$ cat src/rtl/uart_rxb_pkg.sv
package uart_rxb_pkg;

    localparam int TMO_CNT_W = 6;

    typedef struct packed {
        logic       brk;
        logic       frm;
        logic       par;
        logic [7:0] data;
    } rx_entry_t;

    typedef enum logic [1:0] {
        TMO_IDLE,
        TMO_COUNT,
        TMO_FIRED
    } tmo_state_t;

    // bits per character: start + data(5+len) + parity + stop(1+two)
    function automatic logic [3:0] char_bits(input logic [3:0] fmt);
        return 4'd7 + {2'b00, fmt[1:0]} + {3'b000, fmt[3]} + {3'b000, fmt[2]};
    endfunction

endpackage

$ cat src/rtl/uart_rxb_store.sv
module uart_rxb_store
    import uart_rxb_pkg::*;
#(
    parameter int DEPTH = 16,
    localparam int CW = $clog2(DEPTH + 1),
    localparam int AW = $clog2(DEPTH)
) (
    input  logic      clk,
    input  logic      rst_n,
    input  logic      clear,
    input  logic      push,
    input  rx_entry_t push_entry,
    input  logic      pop,
    input  logic      single,
    output rx_entry_t head,
    output logic [CW-1:0] count,
    output logic [CW-1:0] err_cnt,
    output logic      drop_evt
);

    rx_entry_t mem [DEPTH];
    logic [AW-1:0] wr_ptr, rd_ptr;
    logic full, do_pop, do_push;
    logic push_err, pop_err;

    assign full     = single ? (count != '0) : (count == CW'(DEPTH));
    assign do_pop   = !clear && pop && (count != '0);
    assign do_push  = !clear && push && (!full || do_pop);
    assign drop_evt = !clear && push && full && !do_pop;
    assign head     = mem[rd_ptr];
    assign push_err = push_entry.par | push_entry.frm | push_entry.brk;
    assign pop_err  = head.par | head.frm | head.brk;

    always_ff @(posedge clk or negedge rst_n) begin
        if (!rst_n) begin
            for (int i = 0; i < DEPTH; i++) mem[i] <= '0;
            wr_ptr  <= '0;
            rd_ptr  <= '0;
            count   <= '0;
            err_cnt <= '0;
        end else if (clear) begin
            wr_ptr  <= '0;
            rd_ptr  <= '0;
            count   <= '0;
            err_cnt <= '0;
        end else begin
            if (do_push) begin
                mem[wr_ptr] <= push_entry;
                wr_ptr <= (wr_ptr == AW'(DEPTH - 1)) ? '0 : wr_ptr + 1'b1;
            end
            if (do_pop) begin
                rd_ptr <= (rd_ptr == AW'(DEPTH - 1)) ? '0 : rd_ptr + 1'b1;
            end
            count   <= count + CW'(do_push) - CW'(do_pop);
            err_cnt <= err_cnt + CW'(do_push && push_err) - CW'(do_pop && pop_err);
        end
    end

endmodule

$ cat src/rtl/uart_rxb_timeout.sv
module uart_rxb_timeout
    import uart_rxb_pkg::*;
(
    input  logic       clk,
    input  logic       rst_n,
    input  logic       empty,
    input  logic       service,
    input  logic       baud_tick,
    input  logic [3:0] bits,
    output logic       fired
);

    tmo_state_t st, st_n;
    logic [TMO_CNT_W-1:0] cnt, cnt_n, limit;

    assign limit = {bits, 2'b00};

    always_ff @(posedge clk or negedge rst_n) begin
        if (!rst_n) begin
            st  <= TMO_IDLE;
            cnt <= '0;
        end else begin
            st  <= st_n;
            cnt <= cnt_n;
        end
    end

    always_comb begin
        st_n  = st;
        cnt_n = cnt;
        unique case (st)
            TMO_IDLE: begin
                if (!empty) begin
                    st_n  = TMO_COUNT;
                    cnt_n = '0;
                end
            end
            TMO_COUNT: begin
                if (service) begin
                    cnt_n = '0;
                end else if (baud_tick) begin
                    if (cnt == limit - 1'b1) st_n = TMO_FIRED;
                    else                     cnt_n = cnt + 1'b1;
                end
            end
            TMO_FIRED: begin
                if (service) begin
                    st_n  = TMO_COUNT;
                    cnt_n = '0;
                end
            end
            default: st_n = TMO_IDLE;
        endcase
        if (empty) begin
            st_n  = TMO_IDLE;
            cnt_n = '0;
        end
    end

    assign fired = (st == TMO_FIRED) && !empty;

endmodule

$ cat src/rtl/uart_rx_buffer.sv
module uart_rx_buffer
    import uart_rxb_pkg::*;
#(
    parameter int DEPTH = 16
) (
    input  logic       clk,
    input  logic       rst_n,
    input  logic       rx_valid,
    input  logic [7:0] rx_byte,
    input  logic       rx_par_err,
    input  logic       rx_frm_err,
    input  logic       rx_brk,
    input  logic       baud_tick,
    input  logic [3:0] lcr_fmt,
    input  logic       fcr_wr,
    input  logic [7:0] fcr_data,
    input  logic       rbr_rd,
    input  logic       lsr_rd,
    input  logic       tx_hold_empty,
    input  logic       tx_idle,
    output logic [7:0] rd_data,
    output logic [7:0] lsr,
    output logic       rx_data_avail,
    output logic       rx_timeout,
    output logic       tx_fifo_clr
);

    localparam int CW = $clog2(DEPTH + 1);

    logic          fifo_en;
    logic [1:0]    trig_code;
    logic          overrun;
    logic          clear;
    logic          drop_evt;
    logic          nonempty;
    logic          tmo_fired;
    logic [CW-1:0] rx_count, err_cnt, trig_lvl;
    rx_entry_t     in_entry, head;
    logic          unused_fcr_bits;

    assign unused_fcr_bits = ^fcr_data[5:3];
    assign clear    = fcr_wr && (fcr_data[1] || (fcr_data[0] != fifo_en));
    assign in_entry = '{brk: rx_brk, frm: rx_frm_err, par: rx_par_err, data: rx_byte};
    assign nonempty = (rx_count != '0);

    always_ff @(posedge clk or negedge rst_n) begin
        if (!rst_n) begin
            fifo_en     <= 1'b0;
            trig_code   <= 2'b00;
            overrun     <= 1'b0;
            tx_fifo_clr <= 1'b0;
        end else begin
            tx_fifo_clr <= fcr_wr && fcr_data[2];
            if (fcr_wr) begin
                fifo_en   <= fcr_data[0];
                trig_code <= fcr_data[7:6];
            end
            if (drop_evt)    overrun <= 1'b1;
            else if (lsr_rd) overrun <= 1'b0;
        end
    end

    always_comb begin
        unique case (trig_code)
            2'b00: trig_lvl = CW'(1);
            2'b01: trig_lvl = CW'(4);
            2'b10: trig_lvl = CW'(8);
            default: trig_lvl = CW'(14);
        endcase
    end

    uart_rxb_store #(.DEPTH(DEPTH)) i_store (
        .clk        (clk),
        .rst_n      (rst_n),
        .clear      (clear),
        .push       (rx_valid),
        .push_entry (in_entry),
        .pop        (rbr_rd),
        .single     (!fifo_en),
        .head       (head),
        .count      (rx_count),
        .err_cnt    (err_cnt),
        .drop_evt   (drop_evt)
    );

    uart_rxb_timeout i_tmo (
        .clk       (clk),
        .rst_n     (rst_n),
        .empty     (!nonempty),
        .service   (rx_valid || rbr_rd),
        .baud_tick (baud_tick),
        .bits      (char_bits(lcr_fmt)),
        .fired     (tmo_fired)
    );

    assign rd_data       = nonempty ? head.data : 8'h00;
    assign rx_data_avail = fifo_en ? (rx_count >= trig_lvl) : nonempty;
    assign rx_timeout    = fifo_en && tmo_fired;
    assign lsr = {fifo_en && (err_cnt != '0), tx_idle, tx_hold_empty,
                  nonempty && head.brk, nonempty && head.frm,
                  nonempty && head.par, overrun, nonempty};

endmodule

$ cat config.mk
export PLATFORM = sky130hd
export DESIGN_NAME = uart_rx_buffer
export DESIGN_NICKNAME = d
export VERILOG_FILES = /design/src/rtl/uart_rxb_pkg.sv /design/src/rtl/uart_rxb_store.sv /design/src/rtl/uart_rxb_timeout.sv /design/src/rtl/uart_rx_buffer.sv
export SDC_FILE = /design/constraint.sdc
export NUM_CORES = 1
export LEC_CHECK = 0
export BUFFER_PORTS_ARGS = -buffer_cell sky130_fd_sc_hd__buf_2
export CAP_MARGIN = 20
export CORE_UTILIZATION = 40
export DETAILED_ROUTE_END_ITERATION = 10
export PLACE_DENSITY_LB_ADDON = 0.3
export SYNTH_ARGS = -nofsm -noshare
export SYNTH_HDL_FRONTEND = slang
export SYNTH_SLANG_ARGS = --single-unit
$ cat constraint.sdc
create_clock -name clk -period 7.3 [get_ports clk]
set_clock_uncertainty 0.1 [all_clocks]
set_input_delay 0.365 -clock clk [delete_from_list [all_inputs] [get_ports clk]]
set_output_delay 0.365 -clock clk [all_outputs]
set_load 0.02 [all_outputs]
==> results of run 1 <==
-- power breakdown --
group	internal [W]	leakage (nW)	total, W	switching, W
sequential	0.00134	2.79	0.00150	0.000162
combinational	0.000541	2.51	0.00112	0.000574
clock	0.000752	0.395	0.00121	0.000460
-- stage by stage --
stage,power (W),setup slack (ns),instance area [sq um],hold slack [ns],std cells
3_5_place_dp,0.002648,2.695,10880,0.3411,1110
2_1_floorplan,0.002319,3.781,10520,-0.03059,786
5_1_grt,0.004053,2.369,11750,0.01760,1157
6_report,0.003830,2.710,11750,0.03449,1157
4_1_cts,0.003877,2.668,11750,0.005819,1157
3_3_place_gp,0.002617,2.767,10880,0.3455,1110
-- layer usage --
| layer | vias to the layer above | GRT usage (%) |
|---|---|---|
| met3 | 29 | 2.121 |
| met4 | 0 | 3.998 |
| met2 | 73 | 26.08 |
| li1 | 2884 | - |
| met1 | 3113 | 23.87 |
| met5 | - | 0 |
-- logic make-up after synthesis --
kind of cell,Yosys count,share of synthesized area (%)
compound gates,104,6.255
xor+xnor,16,1.332
fa+ha+maj,30,3.757
buf+inv,81,3.995
flops,207,49.23
mux,246,30.38
simple gates,102,5.054
-- critical path: stages (launching register included) --
cell and delay, ns:
dfrtp_4 1.00, buf_4 0.51, mux2_2 0.38, o21ai_0 0.13
a21oi_1 0.08, o21ai_0 0.24, nand4_1 0.14, o21a_1 0.23
ha_1 0.28, inv_1 0.04, ha_1 0.21, fa_1 0.41
a21oi_1 0.19, nor2_1 0.07, or3_1 0.34, a21oi_1 0.15
-- path summary, 6_finish.rpt --
check | end | start | cells after the start | slack [ns]
max | i_store.err_cnt[4]$_DFF_PN0_ | i_store.rd_ptr[0]$_DFFE_PN0P_ | 15 | 2.71
min | i_tmo.st[1]$_DFFE_PN0P_ | rbr_rd | 2 | 0.03
max reg2reg | i_store.err_cnt[4]$_DFF_PN0_ | i_store.rd_ptr[0]$_DFFE_PN0P_ | 15 | 2.71
min reg2reg | i_store.mem[61]$_DFFE_PN0P_ | i_store.mem[61]$_DFFE_PN0P_ | 1 | 0.39
max in group asynchronous | i_store.mem[63]$_DFFE_PN0P_ | rst_n | 3 | 5.34
min in group asynchronous | i_store.count[0]$_DFF_PN0_ | rst_n | 2 | 0.36
-- sequential cells by signal, summed over array words and instances (netlist names) --
signal,cells
i_tmo.cnt,6
fifo_en,1
tx_fifo_clr,1
i_store.rd_ptr,4
i_tmo.st,2
overrun,1
trig_code,2
i_store.count,5
i_store.mem,176
i_store.err_cnt,5
i_store.wr_ptr,4
-- area by class of cell --
type,instances,share of cell area (%)
sequential,207,44.11
multi-input combinational,498,41.88
clock buffer,32,5.781
tap,330,3.513
timing repair buffer,55,2.821
clock inverter,8,1.033
inverter,27,0.8623
-- placed cells by master (no fill, tap or decap), types with 3 or more instances in the layout --
cell	count
dfrtp_1	206
mux2_2	76
mux2_4	60
mux2_1	51
buf_2	42
nand2_1	41
mux2i_1	37
a21oi_1	29
inv_1	27
ha_1	26
o21ai_0	25
clkbuf_16	23
mux4_2	22
nor2_1	17
a211oi_1	11
nand3_1	10
xnor2_1	9
o221ai_1	8
o22ai_1	8
clkbuf_8	8
xor2_1	7
or3_1	7
dlygate4sd3_1	7
and2_1	6
nor2b_1	5
buf_4	5
a21o_1	4
a221oi_1	4
a22oi_1	4
and3_1	3
fa_1	3
clkinv_2	3
bufinv_16	3
-- what timing repair did --
item | in CTS | in global routing
hold buffers | 7 | 0
setup endpoints to repair | 0 | 0
hold endpoints to repair | 82 | 0
resized for setup | 0 | 0
==> results.json, run 1 <==
{
  "outcome": "completed",
  "critPathMaxFanout": 50,
  "multiInputGateArea_sq_um": 4922,
  "io_pins": 51,
  "cts_inserted_buffers": 23,
  "drive_gt1_share_pct": 30.59,
  "async_flop_share_pct": 100.0,
  "cp.required_ns": 7.62,
  "synthCells": 786,
  "initial_utilization_pct": 41.31,
  "yosysTopAreaCell": "dfrtp_1",
  "row_count": 58,
  "synth_edf_count": 0,
  "grt_first_pass_wirelength_um": 35020,
  "ys_top_cells_by_area": "dfrtp_1 49%, mux2_4 8.6%, mux2_2 8.1%",
  "ir_drop_mv": 0.1258,
  "vias_per_cell": 5.271,
  "period_share_pct": 62.87,
  "endpoint_kind": "flop",
  "syn_area_sq_um": 10520,
  "cts_tree": "built",
  "syn_area_per_cell_sq_um": 13.39,
  "drcViolationCount": 0,
  "seq_area_sq_um": 5184,
  "grt-ovfl-total": 0,
  "min_period_ns": 4.590,
  "grt_max_degree": 79,
  "core-area_sq_um": 25470,
  "drtAntennaViolNets": 0,
  "grt_pass1_vias": 6271,
  "die_y_um": 164.2,
  "met3_length_um": 679,
  "dr.first_iter.drc_count": 317,
  "dr.pass1.iters": 4,
  "relSlewSlack_pct": 35.75,
  "synth_seq_cells": 207,
  "synth_top_area_share_pct": 49.23,
  "synth.most_common_cell": "dfrtp_1",
  "crit_type": "reg -> reg",
  "htreeDepth": 1,
  "io_buffers": 43,
  "fmax_mhz": 217.9,
  "synth-main-ff-cell": "dfrtp_1",
  "wl_per_cell_um": 18.08,
  "drt_wl_total_um": 20910,
  "ys_top_cells_by_count": "207 x dfrtp_1, 76 x mux2_2, 60 x mux2_4",
  "post-route-util_pct": 46.14,
  "synth_fp_nets": 847,
  "vias": 6099,
  "clock_path_buffers": 3,
  "finalSetupTns_ns": 0,
  "power.density_nw_per_um2": 325.9,
  "wl_met2_um": 9625,
  "finalMaxSlewViolations": 0,
  "cts-root-buf": "clkbuf_16",
  "dieArea_sq_um": 26960,
  "synth.distinct_cells": 50,
  "worstMarginPinSlew_ns": 0.9537,
  "grt.total_usage_pct": 16.47,
  "leakage_nw": 5.695,
  "cts_sinks": 207,
  "ys_seq_area_share_pct": 49.23,
  "synth_warnings": 0,
  "routed.top_layer": "met4",
  "max_cap_viol_count": 0,
  "rsz0062_at_grt": "no",
  "clk_pin_slew_worst_paths_ns": 0.06,
  "layout.nets": 873,
  "num-fill-cells": 2242,
  "grt_antenna_before_repair": 0,
  "hp-class": "in -> reg",
  "met1_length_um": 10230,
  "setup_violations": 0,
  "hpwl_um": 14130,
  "crit_path_start_kind": "flop",
  "area_delta_synth_final_pct": 11.69,
  "gp_congestion": 0.7801,
  "cts_setup_buffers": 0,
  "antenna_cells": 0,
  "crit_arrival_ns": 4.91,
  "hold_viol_final": 0,
  "worstSkewPairLatency_ns": 0.51,
  "die_w_um": 164.2
}
No activity file was read; power rests on OpenSTA's default activity.
==> inputs of run 2 (changes only) <==
--- a/config.mk
+++ b/config.mk
@@ -5,6 +5,7 @@
 export SDC_FILE = /design/constraint.sdc
 export NUM_CORES = 1
 export LEC_CHECK = 0
+export ABC_AREA = 1
 export BUFFER_PORTS_ARGS = -buffer_cell sky130_fd_sc_hd__buf_2
 export CAP_MARGIN = 20
 export CORE_UTILIZATION = 40
==> constraint.sdc (replaced) <==
create_clock -name clk -period 3.86 [get_ports clk]
set_clock_uncertainty 0.1 [all_clocks]
set_input_delay 0.193 -clock clk [delete_from_list [all_inputs] [get_ports clk]]
set_output_delay 0.193 -clock clk [all_outputs]
set_load 0.02 [all_outputs]
==> run 2 against run 1 <==
Combinational power grew 150%. Die area grew 0.71%. Cell count grew 45%. Sequential share of layout area shrank 0.84 points. Power grew 110%. Core utilization shrank 0.17 points. Critical path type unchanged.
==> results.json, run 2 <==
{
  "outcome": "completed",
  "cts-root-buf": "clkbuf_16",
  "yosys.area_share.simple_pct": 22.27,
  "synth-compound-area-share_pct": 15.77,
  "path_buf_inv": 3,
  "leakage_nw": 5.701,
  "setup_violations": 0,
  "worstSkewPairLatency_ns": 0.51,
  "drive_gt1_share_pct": 11.08,
  "critPathMaxStageDelay_ns": 0.62,
  "antenna_cells": 0,
  "yosysTopAreaCell": "dfrtp_1",
  "synthXorXnorAreaFrac_pct": 0.9091,
  "crit_type": "reg -> reg",
  "cts_setup_buffers": 0,
  "layout.nets": 1388,
  "hpwl_um": 17140,
  "grt_antenna_before_repair": 0,
  "synth.mux.area_fraction_pct": 0.8501,
  "cp_top_family": "adder cells",
  "relSlewSlack_pct": 49.30,
  "max_cap_viol_count": 0,
  "crit_arrival_ns": 3.75,
  "syn_area_per_cell_sq_um": 8.177,
  "reg.largest.list": "i_store.mem: 176 flops, i_tmo.cnt: 6 flops",
  "ys_top_cells_by_count": "388 x nand2_1, 207 x dfrtp_1, 157 x o21ai_0",
  "total_power_w": 0.008068,
  "syn_area_sq_um": 10600,
  "ys_seq_area_share_pct": 48.88,
  "layout_common_cells": "388 x nand2_1, 206 x dfrtp_1, 157 x o21ai_0, 106 x nor2_1, 80 x inv_1",
  "io_pins": 51,
  "worstMarginPinSlew_ns": 0.7583,
  "crit_top_cell": "nand2_1",
  "drt_wl_total_um": 26540,
  "die_w_um": 164.8,
  "largest-register": "i_store.mem",
  "die_y_um": 164.8,
  "rsz0062_at_grt": "no",
  "synth.most_common_cell": "nand2_1",
  "dieArea_sq_um": 27150,
  "dr.pass1.iters": 5,
  "multiInputGateArea_sq_um": 4603,
  "clock_path_buffers": 3,
  "hold-worst-slack_ns": 0.03211,
  "finalSetupTns_ns": 0,
  "synth_top_area_share_pct": 48.88,
  "num-fill-cells": 2585,
  "cts_tree": "built",
  "clk_pin_slew_worst_paths_ns": 0.06,
  "initial_utilization_pct": 40.67,
  "cts_sinks": 207,
  "grt.total_usage_pct": 20.36,
  "finalMaxSlewViolations": 0,
  "hp-class": "in -> reg",
  "vias_per_cell": 5.177,
  "gp_congestion": 0.7991,
  "ir_drop_mv": 0.3784,
  "ys_top_cells_by_area": "dfrtp_1 49%, nand2_1 14%, o21ai_0 7.4%",
  "power.density_nw_per_um2": 673.4,
  "cp.required_ns": 4.15,
  "fmax_mhz": 289.1,
  "crit_path_start_kind": "flop",
  "synth_fp_nets": 1357,
  "area_delta_synth_final_pct": 13.05,
  "grt-ovfl-total": 0,
  "drcViolationCount": 0,
  "cts_inserted_buffers": 24,
  "synth.distinct_cells": 39,
  "dr.first_iter.drc_count": 747,
  "hold_viol_final": 0,
  "grt_pass1_vias": 8452,
  "largest_register_ffs": 176,
  "synth-main-ff-cell": "dfrtp_1",
  "grt_max_degree": 86,
  "row_count": 59,
  "crit_path_top_delay_cell": "dfrtp_4",
  "synthAdderAreaFrac_pct": 3.636,
  "critPathMaxFanout": 29,
  "crit_chain": "inv_2 -> nand2_1 -> nand3_1 -> nand2_1 -> nor2_1 -> nand2_1 -> nand2_1 -> inv_1 -> a21oi_1 -> ha_1 -> inv_1 -> ha_1 -> fa_1 -> nand2_1 -> nand2_1 -> a21oi_1 -> xor2_1 -> nor2_1",
  "seq_area_sq_um": 5184,
  "vias": 8697,
  "layout_commonest_cell": "nand2_1",
  "synth_warnings": 0,
  "synth_top_family_by_area": "simple AND/OR/NAND/NOR gates",
  "grt_first_pass_wirelength_um": 43820,
  "endpoint_kind": "flop",
  "drtAntennaViolNets": 0,
  "io_buffers": 43,
  "htreeDepth": 1,
  "wl_per_cell_um": 15.80,
  "core-area_sq_um": 26060,
  "synthCells": 1296,
  "synth_edf_count": 0,
  "min_period_ns": 3.459,
  "synth_seq_cells": 207,
  "period_share_pct": 89.61,
  "async_flop_share_pct": 100.0
}
==> run 2: cell count changes in the layout (fill, tap and decap cells not counted), moves of 60 or more <==
cell	change
nand2_1	+347
nor2_1	+89
o21ai_1	+62
mux2_4	-60
mux2_2	-76
o21ai_0	+132
==> run 2: tightest hold or removal path, cell delays in order <==
cell     delay (ns)
buf_2          0.10
nor2_1         0.10
nand4_1        0.13
mux2i_1        0.07
==> run 2: layout make-up <==
class / count / share of cell area (%)
Sequential cell: 207 / 43.27
Multi-Input combinational cell: 922 / 38.42
Clock buffer: 36 / 6.068
Timing Repair Buffer: 86 / 4.877
Tap cell: 335 / 3.499
Inverter: 86 / 2.695
Clock inverter: 8 / 1.170
==> run 2: logic make-up after synthesis <==
kind of cell	Yosys count
and+or+nand+nor	566
AOI/OAI and AO/OA	307
DFF	207
buffers and inverters	167
adders and majority gates	29
xor gates and xnor gates	11
muxes	9
==> run 2: power by group <==
group / total (W) / switching [W] / internal [W] / leakage, nW
Clock: 0.00245 / 0.000891 / 0.00156 / 0.429
Sequential: 0.00285 / 0.000273 / 0.00257 / 2.80
Combinational: 0.00277 / 0.00181 / 0.000953 / 2.47
Total: 0.00807 / 0.00298 / 0.00509 / 5.70
==> run 2: timing repair <==
action	4_1_cts	5_1_grt
hold buffers	15	0
resized for setup	0	0
endpoints found under the hold margin	87	0
==> run 2: per-layer routing <==
layer  up-vias  global-route usage [%]  wire length (um)
met1      4163                   28.48             12570
met4         0                   5.505               563
met3        46                   2.813              1301
li1       4293                       -                 -
met5         -                       0                 0
met2       195                   32.98             12110
==> run 2: worst paths after layout <==
check                                         startpoint                      endpoint  slack (ns)  depth (start not counted)
setup / recovery           i_store.rd_ptr[0]$_DFFE_PN0P_  i_store.err_cnt[4]$_DFF_PN0_        0.40                         18
hold / removal                                  rx_valid       i_tmo.st[1]$_DFFE_PN0P_        0.03                          4
hold reg to reg              i_store.mem[54]$_DFFE_PN0P_   i_store.mem[54]$_DFFE_PN0P_        0.37                          2
setup reg to reg           i_store.rd_ptr[0]$_DFFE_PN0P_  i_store.err_cnt[4]$_DFF_PN0_        0.40                         18
max in group asynchronous                          rst_n   i_store.mem[43]$_DFFE_PN0P_        2.46                          3
min in group asynchronous                          rst_n   i_store.mem[71]$_DFFE_PN0P_        0.19                          2
==> run 2: per-stage QoR <==
| stage | util, % | std cells | worst slack (ns) | cell area (sq um) |
|---|---|---|---|---|
| finish | 45.97 | 1680 | 0.4009 | 11980 |
| detailed placement | 42.07 | 1621 | 0.3993 | 10960 |
| global route | 45.97 | 1680 | 0.1348 | 11980 |
| global placement | 42.07 | 1621 | 0.4363 | 10960 |
| CTS | 45.97 | 1680 | 0.4068 | 11980 |
| floorplan | - | 1296 | 1.000 | 10600 |
==> inputs of run 3 (changes only) <==
--- a/config.mk
+++ b/config.mk
@@ -6,10 +6,10 @@
 export NUM_CORES = 1
 export LEC_CHECK = 0
 export ABC_AREA = 1
-export BUFFER_PORTS_ARGS = -buffer_cell sky130_fd_sc_hd__buf_2
 export CAP_MARGIN = 20
 export CORE_UTILIZATION = 40
 export DETAILED_ROUTE_END_ITERATION = 10
+export DONT_BUFFER_PORTS = 1
 export PLACE_DENSITY_LB_ADDON = 0.3
 export SYNTH_ARGS = -nofsm -noshare
 export SYNTH_HDL_FRONTEND = slang
==> run 3 against run 2 <==
The flow now finishes with violations (negative hold slack). Cell count down 2.9%. Sequential power about the same. Clock power down 14%. Hold slack worse by 0.75 ns. Sequential share of layout area up 1.4 points. Sequential cell count unchanged. Non-clock buffer count down 45. Clock-buffer cell count down 1. Via count down 3.4%. Core utilization down 1.4 points. Routed wire length down 3.8%. Register-to-register slack better by 0.06 ns. Highest routed layer unchanged.
==> results.json, run 3 (synthesis results as in run 2) <==
{
  "vias_per_cell": 5.146,
  "row_count": 59,
  "cts_sinks": 207,
  "cts_resized": 0,
  "p_int_w": 0.004669,
  "finalSetupTns_ns": 0,
  "grt.total_usage_pct": 19.53,
  "worstSkewPairLatency_ns": 0.52,
  "drtAntennaViolNets": 0,
  "hold-worst-slack_ns": -0.7187,
  "clock_path_buffers": 3,
  "reg.largest.list": "i_store.mem: 176 flops, i_tmo.cnt: 6 flops",
  "leakage_nw": 5.449,
  "wl_per_cell_um": 15.64,
  "combPwrFrac_pct": 33.9,
  "outcome": "complete, but fails checks",
  "crit_chain": "inv_2 -> nand2_1 -> nand3_1 -> nand3_1 -> nand2_1 -> nand2_1 -> nor2_1 -> a21oi_1 -> ha_1 -> inv_1 -> ha_1 -> fa_1 -> nand2_1 -> nand2_1 -> a21oi_1 -> xor2_1 -> nor2_1",
  "largest-register": "i_store.mem",
  "relSlewSlack_pct": 35.83,
  "grt_max_degree": 208,
  "cts_setup_buffers": 0,
  "hp-class": "in -> async",
  "holdBufCountCts": 14,
  "min_period_ns": 3.398,
  "cts_tree": "built",
  "die_y_um": 164.8,
  "dr.first_iter.drc_count": 672,
  "die_w_um": 164.8,
  "violations": "negative hold slack",
  "crit_path_top_delay_cell": "dfrtp_4",
  "drt_wl_total_um": 25530,
  "fmax_mhz": 294.3,
  "layout_common_cells": "388 x nand2_1, 206 x dfrtp_1, 157 x o21ai_0, 106 x nor2_1, 80 x inv_1",
  "htreeDepth": 1,
  "cp.required_ns": 4.15,
  "num-fill-cells": 2606,
  "grt-ovfl-total": 0,
  "crit_arrival_ns": 3.69,
  "total_power_w": 0.007511,
  "rsz0062_at_grt": "no",
  "power.density_nw_per_um2": 647.1,
  "core-area_sq_um": 26060,
  "critPathMaxFanout": 28,
  "critPathMaxStageDelay_ns": 0.61,
  "hpwl_um": 16600,
  "layout_commonest_cell": "nand2_1",
  "setup_violations": 0,
  "hold_viol_final": 207,
  "seq_power_share_pct": 37.9,
  "antenna_cells": 0,
  "cts_inserted_buffers": 24,
  "crit_start": "i_store.rd_ptr[0]$_DFFE_PN0P_",
  "clk_pin_slew_worst_paths_ns": 0.06,
  "largest_register_ffs": 176,
  "dieArea_sq_um": 27150,
  "ir_drop_mv": 0.4675,
  "drive_gt1_share_pct": 7.787,
  "worstMarginPinSlew_ns": 0.9537,
  "crit_path_start_kind": "flop",
  "timing.rr.start": "i_store.rd_ptr[0]$_DFFE_PN0P_",
  "io_buffers": 0,
  "grt_first_pass_wirelength_um": 42050,
  "io_pins": 51,
  "grt_antenna_before_repair": 0,
  "max_cap_viol_count": 0,
  "pwr-share-clk_pct": 28.2,
  "crit_type": "reg -> reg",
  "dr.pass1.iters": 5,
  "vias": 8399,
  "cts-root-buf": "clkbuf_16",
  "swShare_pct": 37.83,
  "seq_area_sq_um": 5184,
  "gp_congestion": 0.7680,
  "area_delta_synth_final_pct": 9.528,
  "initial_utilization_pct": 40.67,
  "drcViolationCount": 0,
  "multiInputGateArea_sq_um": 4603,
  "crit_top_cell": "nand2_1",
  "grt_pass1_vias": 8032,
  "finalMaxSlewViolations": 0,
  "p_sw_w": 0.002841,
  "period_share_pct": 88.03,
  "endpoint_kind": "flop",
  "layout.nets": 1343
}
-- run 3: per-stage QoR --
step                      worst slack, ns  cell area [sq um]  util [%]  hold WS (ns)  instances
after CTS                          0.4706              11610     44.54       -0.7400       1632
after global routing               0.2144              11610     44.54       -0.7387       1632
after detailed placement           0.5043              10730     41.18       -0.1930       1577
final                              0.4622              11610     44.54       -0.7187       1632
after floorplan                     1.000              10600         -       -0.2026       1296
after global placement             0.5381              10730     41.18       -0.1925       1577
-- run 3: routing by layer --
metal,vias to the layer above,share of wire [%],GRT usage (%),wire length (um)
met5,-,0,0,0
met4,0,2.2,5.004,551
met3,37,4.0,2.562,1015
met2,153,47,32.64,11960
met1,4022,47,26.65,12000
li1,4187,-,-,-
-- run 3: worst max-delay path, delay by kind of cell, from the launching register on --
kind	cells	cell delay, ns
fa+ha+maj	3	0.90
simple gates	9	0.77
flops	1	0.61
buf+inv	2	0.49
compound gates	2	0.24
xor+xnor	1	0.16
-- run 3: layout make-up --
cell class	instances	area share, %
clock buffers	35	5.961
clock inverters	6	0.3773
inverters	86	2.781
well taps	335	3.611
repair buffers	41	2.954
flip-flops and latches	207	44.66
multi-input cells	922	39.66
-- run 3: final timing paths --
path / endpoint / slack, ns / cells past startpoint
setup / recovery: i_store.err_cnt[4]$_DFF_PN0_ / 0.46 / 17
hold / removal: i_store.mem[48]$_DFFE_PN0P_ / -0.72 / 0
setup reg to reg: i_store.err_cnt[4]$_DFF_PN0_ / 0.46 / 17
hold reg to reg: i_store.mem[150]$_DFFE_PN0P_ / 0.38 / 2
max in group asynchronous: i_store.rd_ptr[0]$_DFFE_PN0P_ / 4.15 / 0
min in group clk: i_store.mem[40]$_DFFE_PN0P_ / 0.02 / 2
-- run 3: power groups by stage --
stage	sequential [W]	clock (W)	combinational (W)
after floorplan	0.00278	0	0.00201
after global placement	0.00287	0	0.00250
after detailed placement	0.00288	0	0.00254
after CTS	0.00285	0.00216	0.00257
after global routing	0.00291	0.00226	0.00288
final	0.00285	0.00211	0.00255
